`src/rtl/sac_pkg.sv`:
```
package sac_pkg;

  typedef enum logic [2:0] {
    ST_IDLE   = 3'd0,
    ST_RSETUP = 3'd1,
    ST_RACC   = 3'd2,
    ST_WSETUP = 3'd3,
    ST_WTURN  = 3'd4,
    ST_WPULSE = 3'd5,
    ST_WREL   = 3'd6
  } sac_state_e;

  typedef struct packed {
    logic cs_n;
    logic we_n;
    logic oe_n;
    logic drv;
  } sac_strobe_t;

  // Write pulse length with the data driven, picked by output-enable mode.
  function automatic int unsigned sac_wp_cycles(input bit oe_high,
                                                input int unsigned hi_cyc,
                                                input int unsigned lo_cyc);
    return oe_high ? hi_cyc : lo_cyc;
  endfunction

  // Number of cycles a state lasts once entered.
  function automatic int unsigned sac_phase_cycles(input sac_state_e st,
                                                   input int unsigned setup_cyc,
                                                   input int unsigned rd_cyc,
                                                   input int unsigned turn_cyc,
                                                   input int unsigned wp_cyc);
    case (st)
      ST_RSETUP, ST_WSETUP: return setup_cyc;
      ST_RACC:              return rd_cyc;
      ST_WTURN:             return turn_cyc;
      ST_WPULSE:            return wp_cyc;
      default:              return 1;
    endcase
  endfunction

  // Strobe levels that belong to each state.
  function automatic sac_strobe_t sac_decode(input sac_state_e st, input bit oe_high);
    sac_strobe_t s;
    s = '{cs_n: 1'b1, we_n: 1'b1, oe_n: 1'b1, drv: 1'b0};
    case (st)
      ST_RSETUP: s.cs_n = 1'b0;
      ST_RACC:   begin s.cs_n = 1'b0; s.oe_n = 1'b0; end
      ST_WSETUP: begin s.cs_n = 1'b0; s.oe_n = oe_high ? 1'b1 : 1'b0; end
      ST_WTURN:  begin s.cs_n = 1'b0; s.we_n = 1'b0; s.oe_n = oe_high ? 1'b1 : 1'b0; end
      ST_WPULSE: begin s.cs_n = 1'b0; s.we_n = 1'b0; s.oe_n = oe_high ? 1'b1 : 1'b0;
                       s.drv = 1'b1; end
      ST_WREL:   s.drv = 1'b1;
      default:   ;
    endcase
    return s;
  endfunction

endpackage

```
`src/rtl/sac_phase_timer.sv`:
```
module sac_phase_timer #(
  parameter int CNT_W = 4
) (
  input  logic             clk,
  input  logic             rst_n,
  input  logic             load,
  input  logic [CNT_W-1:0] load_val,
  output logic             done
);
  logic [CNT_W-1:0] cnt;

  always_ff @(posedge clk or negedge rst_n) begin
    if (!rst_n)          cnt <= '0;
    else if (load)       cnt <= load_val;
    else if (cnt != '0)  cnt <= cnt - 1'b1;
  end

  assign done = (cnt == '0);
endmodule

```
`src/rtl/sac_strobe_reg.sv`:
```
module sac_strobe_reg
  import sac_pkg::*;
#(
  parameter bit WR_OE_HIGH = 1'b1
) (
  input  logic       clk,
  input  logic       rst_n,
  input  sac_state_e next_st,
  output logic       cs_n,
  output logic       we_n,
  output logic       oe_n,
  output logic       drv_en
);
  sac_strobe_t nxt_s;
  sac_strobe_t cur_s;

  always_comb nxt_s = sac_decode(next_st, WR_OE_HIGH);

  always_ff @(posedge clk or negedge rst_n) begin
    if (!rst_n) cur_s <= '{cs_n: 1'b1, we_n: 1'b1, oe_n: 1'b1, drv: 1'b0};
    else        cur_s <= nxt_s;
  end

  assign cs_n   = cur_s.cs_n;
  assign we_n   = cur_s.we_n;
  assign oe_n   = cur_s.oe_n;
  assign drv_en = cur_s.drv;
endmodule

```
`src/rtl/sac_read_capture.sv`:
```
module sac_read_capture #(
  parameter int DATA_W = 4
) (
  input  logic              clk,
  input  logic              rst_n,
  input  logic              capture,
  input  logic [DATA_W-1:0] dq_in,
  output logic              rsp_valid,
  output logic [DATA_W-1:0] rsp_data
);
  always_ff @(posedge clk or negedge rst_n) begin
    if (!rst_n) begin
      rsp_valid <= 1'b0;
      rsp_data  <= '0;
    end else begin
      rsp_valid <= capture;
      if (capture) rsp_data <= dq_in;
    end
  end
endmodule

```
`src/rtl/sac_async_sram_ctrl.sv`:
```
module sac_async_sram_ctrl
  import sac_pkg::*;
#(
  parameter int ADDR_W       = 18,
  parameter int DATA_W       = 4,
  parameter int SETUP_CYC    = 1,
  parameter int RD_CYC       = 1,
  parameter int TURN_CYC     = 1,
  parameter int WP_OE_HI_CYC = 1,
  parameter int WP_OE_LO_CYC = 1,
  parameter bit WR_OE_HIGH   = 1'b1
) (
  input  logic              clk,
  input  logic              rst_n,
  input  logic              req_valid,
  output logic              req_ready,
  input  logic              req_write,
  input  logic [ADDR_W-1:0] req_addr,
  input  logic [DATA_W-1:0] req_wdata,
  output logic              rsp_valid,
  output logic [DATA_W-1:0] rsp_rdata,
  output logic [ADDR_W-1:0] mem_addr,
  output logic              mem_cs_n,
  output logic              mem_we_n,
  output logic              mem_oe_n,
  output logic [DATA_W-1:0] mem_dq_out,
  output logic              mem_dq_oe,
  input  logic [DATA_W-1:0] mem_dq_in
);
  localparam int WP_CYC  = sac_wp_cycles(WR_OE_HIGH, WP_OE_HI_CYC, WP_OE_LO_CYC);
  localparam int MAX_A   = (SETUP_CYC > RD_CYC) ? SETUP_CYC : RD_CYC;
  localparam int MAX_B   = (TURN_CYC > WP_CYC) ? TURN_CYC : WP_CYC;
  localparam int MAX_CYC = (MAX_A > MAX_B) ? MAX_A : MAX_B;
  localparam int CNT_W   = (MAX_CYC < 2) ? 1 : $clog2(MAX_CYC);

  sac_state_e        state, next_st;
  logic              accept;
  logic              phase_done;
  logic              capture;
  logic              timer_load;
  logic [CNT_W-1:0]  timer_val;
  logic [DATA_W-1:0] wdata_q;

  assign req_ready = (state == ST_IDLE);
  assign accept    = req_valid && req_ready;
  assign capture   = (state == ST_RACC) && phase_done;

  always_comb begin
    next_st = state;
    case (state)
      ST_IDLE:   if (accept) next_st = req_write ? ST_WSETUP : ST_RSETUP;
      ST_RSETUP: if (phase_done) next_st = ST_RACC;
      ST_RACC:   if (phase_done) next_st = ST_IDLE;
      ST_WSETUP: if (phase_done) next_st = ST_WTURN;
      ST_WTURN:  if (phase_done) next_st = ST_WPULSE;
      ST_WPULSE: if (phase_done) next_st = ST_WREL;
      ST_WREL:   next_st = ST_IDLE;
      default:   next_st = ST_IDLE;
    endcase
  end

  assign timer_load = (next_st != state);
  assign timer_val  = CNT_W'(sac_phase_cycles(next_st, SETUP_CYC, RD_CYC,
                                              TURN_CYC, WP_CYC) - 1);

  always_ff @(posedge clk or negedge rst_n) begin
    if (!rst_n) state <= ST_IDLE;
    else        state <= next_st;
  end

  always_ff @(posedge clk or negedge rst_n) begin
    if (!rst_n) begin
      mem_addr <= '0;
      wdata_q  <= '0;
    end else if (accept) begin
      mem_addr <= req_addr;
      wdata_q  <= req_wdata;
    end
  end

  assign mem_dq_out = wdata_q;

  sac_phase_timer #(.CNT_W(CNT_W)) u_timer (
    .clk      (clk),
    .rst_n    (rst_n),
    .load     (timer_load),
    .load_val (timer_val),
    .done     (phase_done)
  );

  sac_strobe_reg #(.WR_OE_HIGH(WR_OE_HIGH)) u_strobe (
    .clk     (clk),
    .rst_n   (rst_n),
    .next_st (next_st),
    .cs_n    (mem_cs_n),
    .we_n    (mem_we_n),
    .oe_n    (mem_oe_n),
    .drv_en  (mem_dq_oe)
  );

  sac_read_capture #(.DATA_W(DATA_W)) u_capture (
    .clk       (clk),
    .rst_n     (rst_n),
    .capture   (capture),
    .dq_in     (mem_dq_in),
    .rsp_valid (rsp_valid),
    .rsp_data  (rsp_rdata)
  );
endmodule

```
`config.mk`:
```
export PLATFORM = sky130hd
export DESIGN_NAME = sac_async_sram_ctrl
export DESIGN_NICKNAME = d
export VERILOG_FILES = /design/src/rtl/sac_pkg.sv /design/src/rtl/sac_phase_timer.sv /design/src/rtl/sac_strobe_reg.sv /design/src/rtl/sac_read_capture.sv /design/src/rtl/sac_async_sram_ctrl.sv
export SDC_FILE = /design/constraint.sdc
export NUM_CORES = 1
export LEC_CHECK = 0
export BUFFER_PORTS_ARGS = -buffer_cell sky130_fd_sc_hd__buf_2
export CORE_MARGIN = 3
export CORE_UTILIZATION = 42
export CTS_CLUSTER_DIAMETER = 100
export DETAILED_ROUTE_END_ITERATION = 7
export GPL_ROUTABILITY_DRIVEN = 0
export GPL_TIMING_DRIVEN = 0
export PLACE_DENSITY = 0.74
export SYNTH_ARGS = -nofsm -noshare
export SYNTH_HDL_FRONTEND = slang
export SYNTH_HIERARCHICAL = 1
export SYNTH_SLANG_ARGS = --single-unit
export TNS_END_PERCENT = 50
```
`constraint.sdc`:
```
create_clock -name clk -period 1.4 [get_ports clk]
set_input_delay 0.42 -clock clk [delete_from_list [all_inputs] [get_ports clk]]
set_output_delay 0.42 -clock clk [all_outputs]
set_load 0.005 [all_outputs]
```
# Yosys cells after proc, flatten, opt, wreduce, memory -nomap -nowiden
# Index checks and enable logic that the tools add are counted.
[op_classes]
n_addsub = 1
eq_ne = 12
n_mux = 14
bitwise = 1
n_reduce_logical = 6
[op_table]
columns = ["cell", "n"]
rows = [
  ["3-bit two-way mux", 6],
  ["3-bit case mux with 6 select lines", 1],
  ["3-bit == test (second input constant)", 5],
  ["3-bit by 2-bit == test with 1-bit output (second input constant)", 4],
  ["3-bit by 1-bit == test with 1-bit output (second input constant)", 2],
  ["1-bit two-way mux", 6],
  ["5-bit OR reduction", 1],
  ["2-bit OR reduction", 2],
  ["3-bit zero test", 1],
  ["3-bit inequality test", 1],
  ["1-bit logical AND", 2],
  ["2-bit two-way mux", 1],
  ["1-bit inverter", 1],
  ["1-bit subtractor (second input constant)", 1],
]
[totals]
reg_bits = 35
in_bits = 30
out_inout_bits = 32
wordCells = 44

# Depth between registers and ports, before layout
# Gate-level depths: netlist of run 1.
[depth]
word_depth = 7
ltp_mapped = 6
depth_no_buf = 6

# Hierarchy
# Netlist of run 1, hierarchy kept.
[modules_own_cells]
columns = ["mod", "instances", "cells_per_inst", "area_each_um2"]
rows = [
  ["sac_async_sram_ctrl", 1, 75, 1146.1],
  ["sac_read_capture", 1, 9, 170.2],
  ["sac_strobe_reg", 1, 10, 147.6],
  ["sac_phase_timer", 1, 3, 35.0],
]

# Least setup slack after synthesis of run 1
# No wires, ideal clock.
[synth_path]
kind = "flip-flop to flip-flop"
from = "register state[2]"
to = "register u_strobe.cur_s, in the netlist u_strobe/oe_n"
arrival_ps = 1446
slack_ps = -134
path_stages_with_launch = 5
synth_period_minus_slack_ps = 1534
path_cell_list = "dfrtp_1 -> inv_1 -> a31oi_1 -> o32ai_1 -> or3b_1"
[synth_lines]
columns = ["item", "line_no", "rtl"]
rows = [
  ["start, declared", "sac_async_sram_ctrl.sv:36", "sac_state_e state, next_st;"],
  ["start signal, assigned", "sac_async_sram_ctrl.sv:68", "else state <= next_st;"],
  ["end signal, assigned", "sac_strobe_reg.sv:20", "if (!rst_n) cur_s <= '{cs_n: 1'b1, we_n: 1'b1, oe_n: 1'b1, drv: 1'b0};"],
  ["end signal, assigned", "sac_strobe_reg.sv:21", "else cur_s <= nxt_s;"],
  ["end, declared", "sac_strobe_reg.sv:15", "sac_strobe_t cur_s;"],
]

# Final worst setup path of run 1
[layout_path]
from = "register state[0]"
to = "output req_ready"
[layout_via]
elab_chain_len = 1
[layout_rtl]
columns = ["item", "line_no", "rtl"]
rows = [
  ["3-bit zero test", "sac_async_sram_ctrl.sv:44", "assign req_ready = (state == ST_IDLE);"],
  ["end, declared", "sac_async_sram_ctrl.sv:16", "output logic req_ready,"],
]
# Every way passes these cells.

==> insert_results.sql, run 1 <==
INSERT INTO impl_metrics (metric_group, metric, value, unit) VALUES
('worst_setup_path', 'capturing_element_type_of_the_critical_path', 'primary output', ''),
('cells_and_area', 'fillerInstances', '275', ''),
('timing', 'timing_max_transition_violations_final', '0', ''),
('timing', 'finalCritPeriodShare', '110', '%'),
('worst_setup_path', 'worst_setup_path_endpoint', 'req_ready', ''),
('cells_and_area', 'design.final.nets', '205', ''),
('cells_and_area', 'final_core_util', '63.4', '%'),
('cells_and_area', 'multi_input_comb_area', '634', 'sq um'),
('timing', 'fin_ws', '-139', 'ps'),
('power', 'p_leak', '1.06', 'nW'),
('synth', 'yosys.cell_types.count', '26', ''),
('worst_setup_path', 'critPathRequiredTime', '980', 'ps'),
('global_routing', 'global_route_wire_length_before_repair', '5220', 'microns'),
('detailed_routing', 'drt-vias-per-instance', '4.77', ''),
('status', 'outcome', 'finished, violations left', ''),
('synth', 'synth_flop_cell', 'sky130_fd_sc_hd__dfrtp_1', ''),
('worst_setup_path', 'crit_fanout', '2', ''),
('detailed_routing', 'overall_routed_net_length', '3410', 'microns'),
('floorplan', 'core.rowCount', '21', ''),
('placed_design', 'count_of_buffers_from_port_buffering', '61', ''),
('clock_network', 'clock-root-buffer', 'sky130_fd_sc_hd__clkbuf_4', ''),
('cells_and_area', 'most_common_library_cell_in_the_layout_ignoring_fill_and_taps', 'sky130_fd_sc_hd__buf_2', ''),
('power', 'worst_ir_drop_vdd', '1220', 'uV'),
('detailed_routing', 'dr_pass1_iterations', '4', ''),
('synth', 'register_bit_total_from_synthesis', '35', ''),
('power', 'fin_total_pwr', '4.92', 'mW'),
('floorplan', 'fp.dieW', '65.7', 'microns'),
('floorplan', 'dieArea', '4320', 'sq um'),
('worst_setup_path', 'rrSetupSlack', '-130', 'ps'),
('synth', 'synth.net_count', '127', ''),
('timing', 'max_freq', '650', 'MHz'),
('global_routing', 'globalRouteOverflowTotal', '0', ''),
('clock_network', 'tritoncts_clock_tree', 'built', ''),
('floorplan', 'placeable_core_region', '3390', 'sq um'),
('clock_network', 'cts-htree-levels', '2', ''),
('worst_setup_path', 'setup.worst_path.start', 'state[0]', ''),
('detailed_routing', 'antenna_left', '0', ''),
('global_routing', 'track_usage', '16.2', '%'),
('timing', 'max-slew-margin-rel', '51.0', '%'),
('status', 'failed_checks', 'setup timing', ''),
('worst_setup_path', 'critical_path_class', 'flip-flop to primary output', ''),
('worst_setup_path', 'critical_path.reg2reg.endpoint', 'u_strobe/oe_n', ''),
('placed_design', 'hpwl', '2230', 'microns'),
('timing', 'timing_worst_slew_pin_value', '734', 'ps'),
('detailed_routing', 'overall_via_count_from_detail_route', '1060', ''),
('clock_network', 'worst_skew_pair.late_latency', '320', 'ps'),
('cells_and_area', 'syn_to_final_growth', '43.3', '%'),
('cells_and_area', 'diodes_inserted', '0', ''),
('worst_setup_path', 'r2r_cells', '6', ''),
('clock_network', 'clock_sink_count', '35', ''),
('detailed_routing', 'wire_per_inst', '15.4', 'microns'),
('timing', 'timing.final.setup_violations', '29', ''),
('floorplan', 'ioPinCount', '62', ''),
('detailed_routing', 'drt-initial-drc-count', '8', ''),
('cells_and_area', 'final_cell_mix', 'sky130_fd_sc_hd__buf_2, sky130_fd_sc_hd__dfrtp_1, sky130_fd_sc_hd__mux2_4', ''),
('synth', 'synthesis.yosys.warnings', '6', ''),
('worst_setup_path', 'worstSetupStartpointType', 'flip-flop', ''),
('timing', 'period_minus_slack', '1540', 'ps'),
('global_routing', 'first_global_vias', '1169', ''),
('worst_setup_path', 'regToRegStartpoint', 'state[2]', ''),
('hold_path', 'hold_path.class', 'primary input to asynchronous set/reset pin', ''),
('timing', 'fin_worst_skew', '5.11', 'ps'),
('global_routing', 'grt_max_degree', '36', ''),
('worst_setup_path', 'critPathArrivalTime', '1120', 'ps'),
('timing', 'finalHoldViolations', '0', ''),
('synth', 'async_set_reset_flop_share_out_of_synthesis', '100', '%'),
('clock_network', 'postCtsHoldBufs', '0', ''),
('synth', 'synth.avg_cell_area', '15.5', 'sq um'),
('synth', 'syn-instance-count', '97', ''),
('synth', 'post_synth_instance_area', '1500', 'sq um'),
('cells_and_area', 'layout-drive-gt1-share', '75.0', '%');
-- flip-flops by register name (all words and copies together) (netlist names) --
| name | count |
|---|---|
| mem_dq_out | 4 |
| u_strobe/oe_n | 1 |
| u_capture/rsp_valid | 1 |
| u_timer/cnt | 1 |
| state | 3 |
| u_strobe/we_n | 1 |
| mem_addr | 18 |
| u_strobe/cs_n | 1 |
| u_strobe/drv_en | 1 |
| u_capture/rsp_data | 4 |
-- per-layer routing --
layer	vias to the layer above	part of all wire (%)	track usage, %
li1	490	-	-
met1	521	38	18.0
met5	-	0	0
met3	6	6.7	5.13
met2	43	54	28.3
met4	0	1.6	6.99
-- stage by stage --
stage	setup TNS, ps	cells	hold slack (ps)	cell area (sq um)	worst slack [ps]
after floorplan	-1500	97	124	1510	-70.1
after global placement	-2570	204	487	1880	-148
after detailed placement	-3540	204	487	1880	-199
after CTS	-1680	221	161	2070	-137
after global routing	-4300	222	182	2150	-209
final	-2480	222	152	2150	-139
-- synthesized netlist by cell type, types with 2 or more instances --
cell,n,area (sq um)
sky130_fd_sc_hd__a21oi_1,3,15.0
sky130_fd_sc_hd__a31oi_1,2,12.5
sky130_fd_sc_hd__and2_1,2,12.5
sky130_fd_sc_hd__buf_12,2,40.0
sky130_fd_sc_hd__buf_6,2,22.5
sky130_fd_sc_hd__dfrtp_1,32,801
sky130_fd_sc_hd__dfstp_2,3,78.8
sky130_fd_sc_hd__inv_1,4,15.0
sky130_fd_sc_hd__mux2_2,6,67.6
sky130_fd_sc_hd__mux2_4,20,300
sky130_fd_sc_hd__nand2_1,3,11.3
sky130_fd_sc_hd__nor3_1,3,15.0
sky130_fd_sc_hd__o22ai_1,2,12.5
-- worst max-delay path, stage by stage (launching register included) --
cell and delay (ps):
sky130_fd_sc_hd__dfrtp_2 450, sky130_fd_sc_hd__nor3_4 200, sky130_fd_sc_hd__buf_2 140
-- final cells by class --
type                       count  share of cell area (%)
sequential                    35                    41.1
buffer                         2                    1.86
timing repair buffer          74                    21.7
multi-input combinational     53                    29.5
clock inverter                 1                   0.233
inverter                       4                   0.815
tap                           46                    2.68
clock buffer                   7                    2.10
-- power by group --
part	total (mW)	internal (mW)	switching (mW)
Sequential	1.80	1.53	0.267
Combinational	2.63	1.60	1.03
Clock	0.489	0.196	0.293
-- cell families after synthesis --
group / share of synthesized area, %
xor gates and xnor gates: 0.584
other: 0.250
muxes: 24.5
DFF: 58.7
AOI/OAI and AO/OA: 4.42
buffers and inverters: 5.51
and+or+nand+nor: 6.01
-- how the worst min path moves through the flow --
stage            startpoint       endpoint  slack, ps
2_1_floorplan         rst_n    mem_addr[0]        120
3_3_place_gp   mem_addr[12]   mem_addr[12]        490
3_5_place_dp   mem_addr[17]   mem_addr[17]        490
4_1_cts               rst_n    mem_addr[5]        160
5_1_grt               rst_n  mem_dq_out[1]        180
6_report              rst_n    mem_addr[9]        150
-- timing repair --
item                       CTS  global route
gates cloned                 1             1
resized for setup           16            11
setup endpoints to repair   30            35
buffers inserted            10             1
pin swaps                    6             6
(Power assumes the default switching activity.)
==> run 2, diff against run 1 <==
- ABC_CLOCK_PERIOD_IN_PS: not set -> 1600
- CORE_UTILIZATION: 42 -> 47
- PLACE_DENSITY: 0.74 -> 0.78
- clock period: 1.4 -> 1.6 ns (I/O delays scaled with it)
==> insert_results.sql, run 2 (synthesis results as in run 1) <==
INSERT INTO impl_metrics (metric_group, metric, value, unit) VALUES
('status', 'outcome', 'finished, violations left', ''),
('status', 'failed_checks', 'setup timing', ''),
('clock_network', 'cts-htree-levels', '2', ''),
('floorplan', 'floorplan.initialDensity', '51.7', '%'),
('timing', 'max_freq', '619', 'MHz'),
('global_routing', 'number_of_antenna_violations_at_the_first_check_in_global_routing', '0', ''),
('detailed_routing', 'dr_pass1_iterations', '4', ''),
('timing', 'rsz0062_at_grt', 'true', ''),
('timing', 'timing.final.setup_violations', '1', ''),
('power', 'worst_ir_drop_vdd', '1020', 'uV'),
('worst_setup_path', 'critical_path_class', 'flip-flop to primary output', ''),
('detailed_routing', 'drt-vias-per-instance', '4.90', ''),
('floorplan', 'dieArea', '3900', 'sq um'),
('cells_and_area', 'fillerInstances', '233', ''),
('timing', 'fin_ws', '-16.4', 'ps'),
('worst_setup_path', 'critPathArrivalTime', '1140', 'ps'),
('floorplan', 'die_height', '62.5', 'microns'),
('placed_design', 'place_worst_setup_slack', '-162', 'ps'),
('timing', 'fin_worst_skew', '6.57', 'ps'),
('job', 'drv_cap', '0', ''),
('global_routing', 'first_global_vias', '1125', ''),
('clock_network', 'postCtsHoldBufs', '0', ''),
('power', 'power.density', '2010', 'nW/um^2'),
('floorplan', 'placeable_core_region', '2900', 'sq um'),
('detailed_routing', 'drc', '0', ''),
('timing', 'period_minus_slack', '1620', 'ps'),
('floorplan', 'fp.dieW', '62.5', 'microns'),
('detailed_routing', 'wire_per_inst', '15.0', 'microns'),
('cells_and_area', 'max_flop_register', 'mem_addr', ''),
('power', 'p_leak', '0.996', 'nW'),
('placed_design', 'hpwl', '2230', 'microns'),
('timing', 'timing_worst_slew_pin_value', '751', 'ps'),
('global_routing', 'track_usage', '17.2', '%'),
('floorplan', 'ioPinCount', '62', ''),
('cells_and_area', 'largest_reg_flops', '18', ''),
('timing', 'finalHoldViolations', '0', ''),
('detailed_routing', 'drt-initial-drc-count', '54', ''),
('cells_and_area', 'design.final.nets', '198', ''),
('placed_design', 'count_of_buffers_from_port_buffering', '61', ''),
('clock_network', 'cts.clk_slew.worst_paths', '100', 'ps'),
('detailed_routing', 'overall_routed_net_length', '3150', 'microns'),
('global_routing', 'globalRouteOverflowTotal', '0', ''),
('clock_network', 'clock-root-buffer', 'sky130_fd_sc_hd__clkbuf_4', ''),
('floorplan', 'core.rowCount', '19', ''),
('timing', 'timing_max_transition_violations_final', '0', ''),
('clock_network', 'worst_skew_pair.late_latency', '330', 'ps'),
('cells_and_area', 'layout-drive-gt1-share', '69.0', '%'),
('cells_and_area', 'diodes_inserted', '0', ''),
('timing', 'tns', '-16.4', 'ps'),
('worst_setup_path', 'critPathRequiredTime', '1120', 'ps'),
('timing', 'timing.hold.ws', '207', 'ps'),
('cells_and_area', 'syn_to_final_growth', '32.3', '%'),
('clock_network', 'tritoncts_clock_tree', 'built', ''),
('clock_network', 'clock_sink_count', '35', ''),
('timing', 'finalCritPeriodShare', '101', '%'),
('detailed_routing', 'overall_via_count_from_detail_route', '1029', ''),
('timing', 'max-slew-margin-rel', '49.9', '%'),
('cells_and_area', 'final_cell_mix', 'sky130_fd_sc_hd__buf_2, sky130_fd_sc_hd__dfrtp_1, sky130_fd_sc_hd__mux2_4', ''),
('detailed_routing', 'antenna_left', '0', ''),
('clock_network', 'cts_buffers', '5', ''),
('global_routing', 'grt_max_degree', '36', ''),
('global_routing', 'global_route_wire_length_before_repair', '5230', 'microns'),
('hold_path', 'hold_path.class', 'primary input to asynchronous set/reset pin', ''),
('worst_setup_path', 'worstSetupStartpointType', 'flip-flop', ''),
('worst_setup_path', 'crit_fanout', '6', ''),
('worst_setup_path', 'capturing_element_type_of_the_critical_path', 'primary output', ''),
('cells_and_area', 'most_common_library_cell_in_the_layout_ignoring_fill_and_taps', 'sky130_fd_sc_hd__buf_2', ''),
('clock_network', 'cts_max_path_buffers', '2', '');
## run 2: cell count changes in the layout (fill, tap and decap cells not counted), sizes merged
| cell | change |
|---|---|
| buf | -6 |
| clkbuf | -2 |
## run 2: final timing paths
path                       slack, ps  depth (start not counted)               to    startpoint
max reg2reg                       50                          6  u_strobe/drv_en      state[1]
max                              -20                          2        req_ready      state[0]
max in group asynchronous        870                          1         state[2]         rst_n
min reg2reg                      510                          1     mem_addr[14]  mem_addr[14]
min                              210                          1    mem_dq_out[1]         rst_n
min in group clk                 370                          2    mem_dq_out[1]  req_wdata[1]
## run 2: area by class of cell
| cell class | count | area [sq um] | share of cell area, % |
|---|---|---|---|
| repair buffers | 65 | 335 | 16.9 |
| inverters | 4 | 15.0 | 0.757 |
| multi-input cells | 53 | 579 | 29.2 |
| clock inverters | 1 | 5.00 | 0.252 |
| well taps | 42 | 52.6 | 2.65 |
| clock buffers | 6 | 51.3 | 2.59 |
| flip-flops and latches | 35 | 882 | 44.5 |
| plain buffers | 4 | 62.6 | 3.15 |
## run 2: power by group
group	internal, mW	total, mW	switching, mW	leakage [nW]
clock	0.203	0.474	0.270	0.0341
sequential	1.34	1.58	0.240	0.413
combinational	1.17	1.93	0.762	0.549
total	2.72	3.99	1.27	0.996
## run 2: per-layer routing
layer / track usage, % / up-vias / wire length (microns)
li1: - / 474 / -
met1: 18.6 / 493 / 1230
met2: 28.9 / 53 / 1580
met3: 7.37 / 9 / 248
met4: 7.99 / 0 / 82
met5: 0 / - / 0
## run 2: metrics by stage
| stage | std cells | cell area, sq um | power (mW) | util [%] |
|---|---|---|---|---|
| 4_1_cts | 208 | 1940 | 3.91 | 66.8 |
| 3_5_place_dp | 200 | 1860 | 3.36 | 64.0 |
| 6_report | 210 | 1980 | 3.99 | 68.4 |
| 3_3_place_gp | 200 | 1860 | 3.27 | 64.0 |
| 2_1_floorplan | 97 | 1500 | 2.73 | - |
| 5_1_grt | 210 | 1980 | 4.27 | 68.4 |
## run 2: repair_timing
action	in CTS	in global routing
pin swaps	0	2
hold endpoints to repair	0	0
buffers inserted	2	2
setup endpoints to repair	6	8
resized for setup	3	6
## run 2: critical path, stage by stage (launching register included)
cell,delay [ps]
sky130_fd_sc_hd__dfrtp_2,490
sky130_fd_sc_hd__nor3_4,180
sky130_fd_sc_hd__buf_2,140
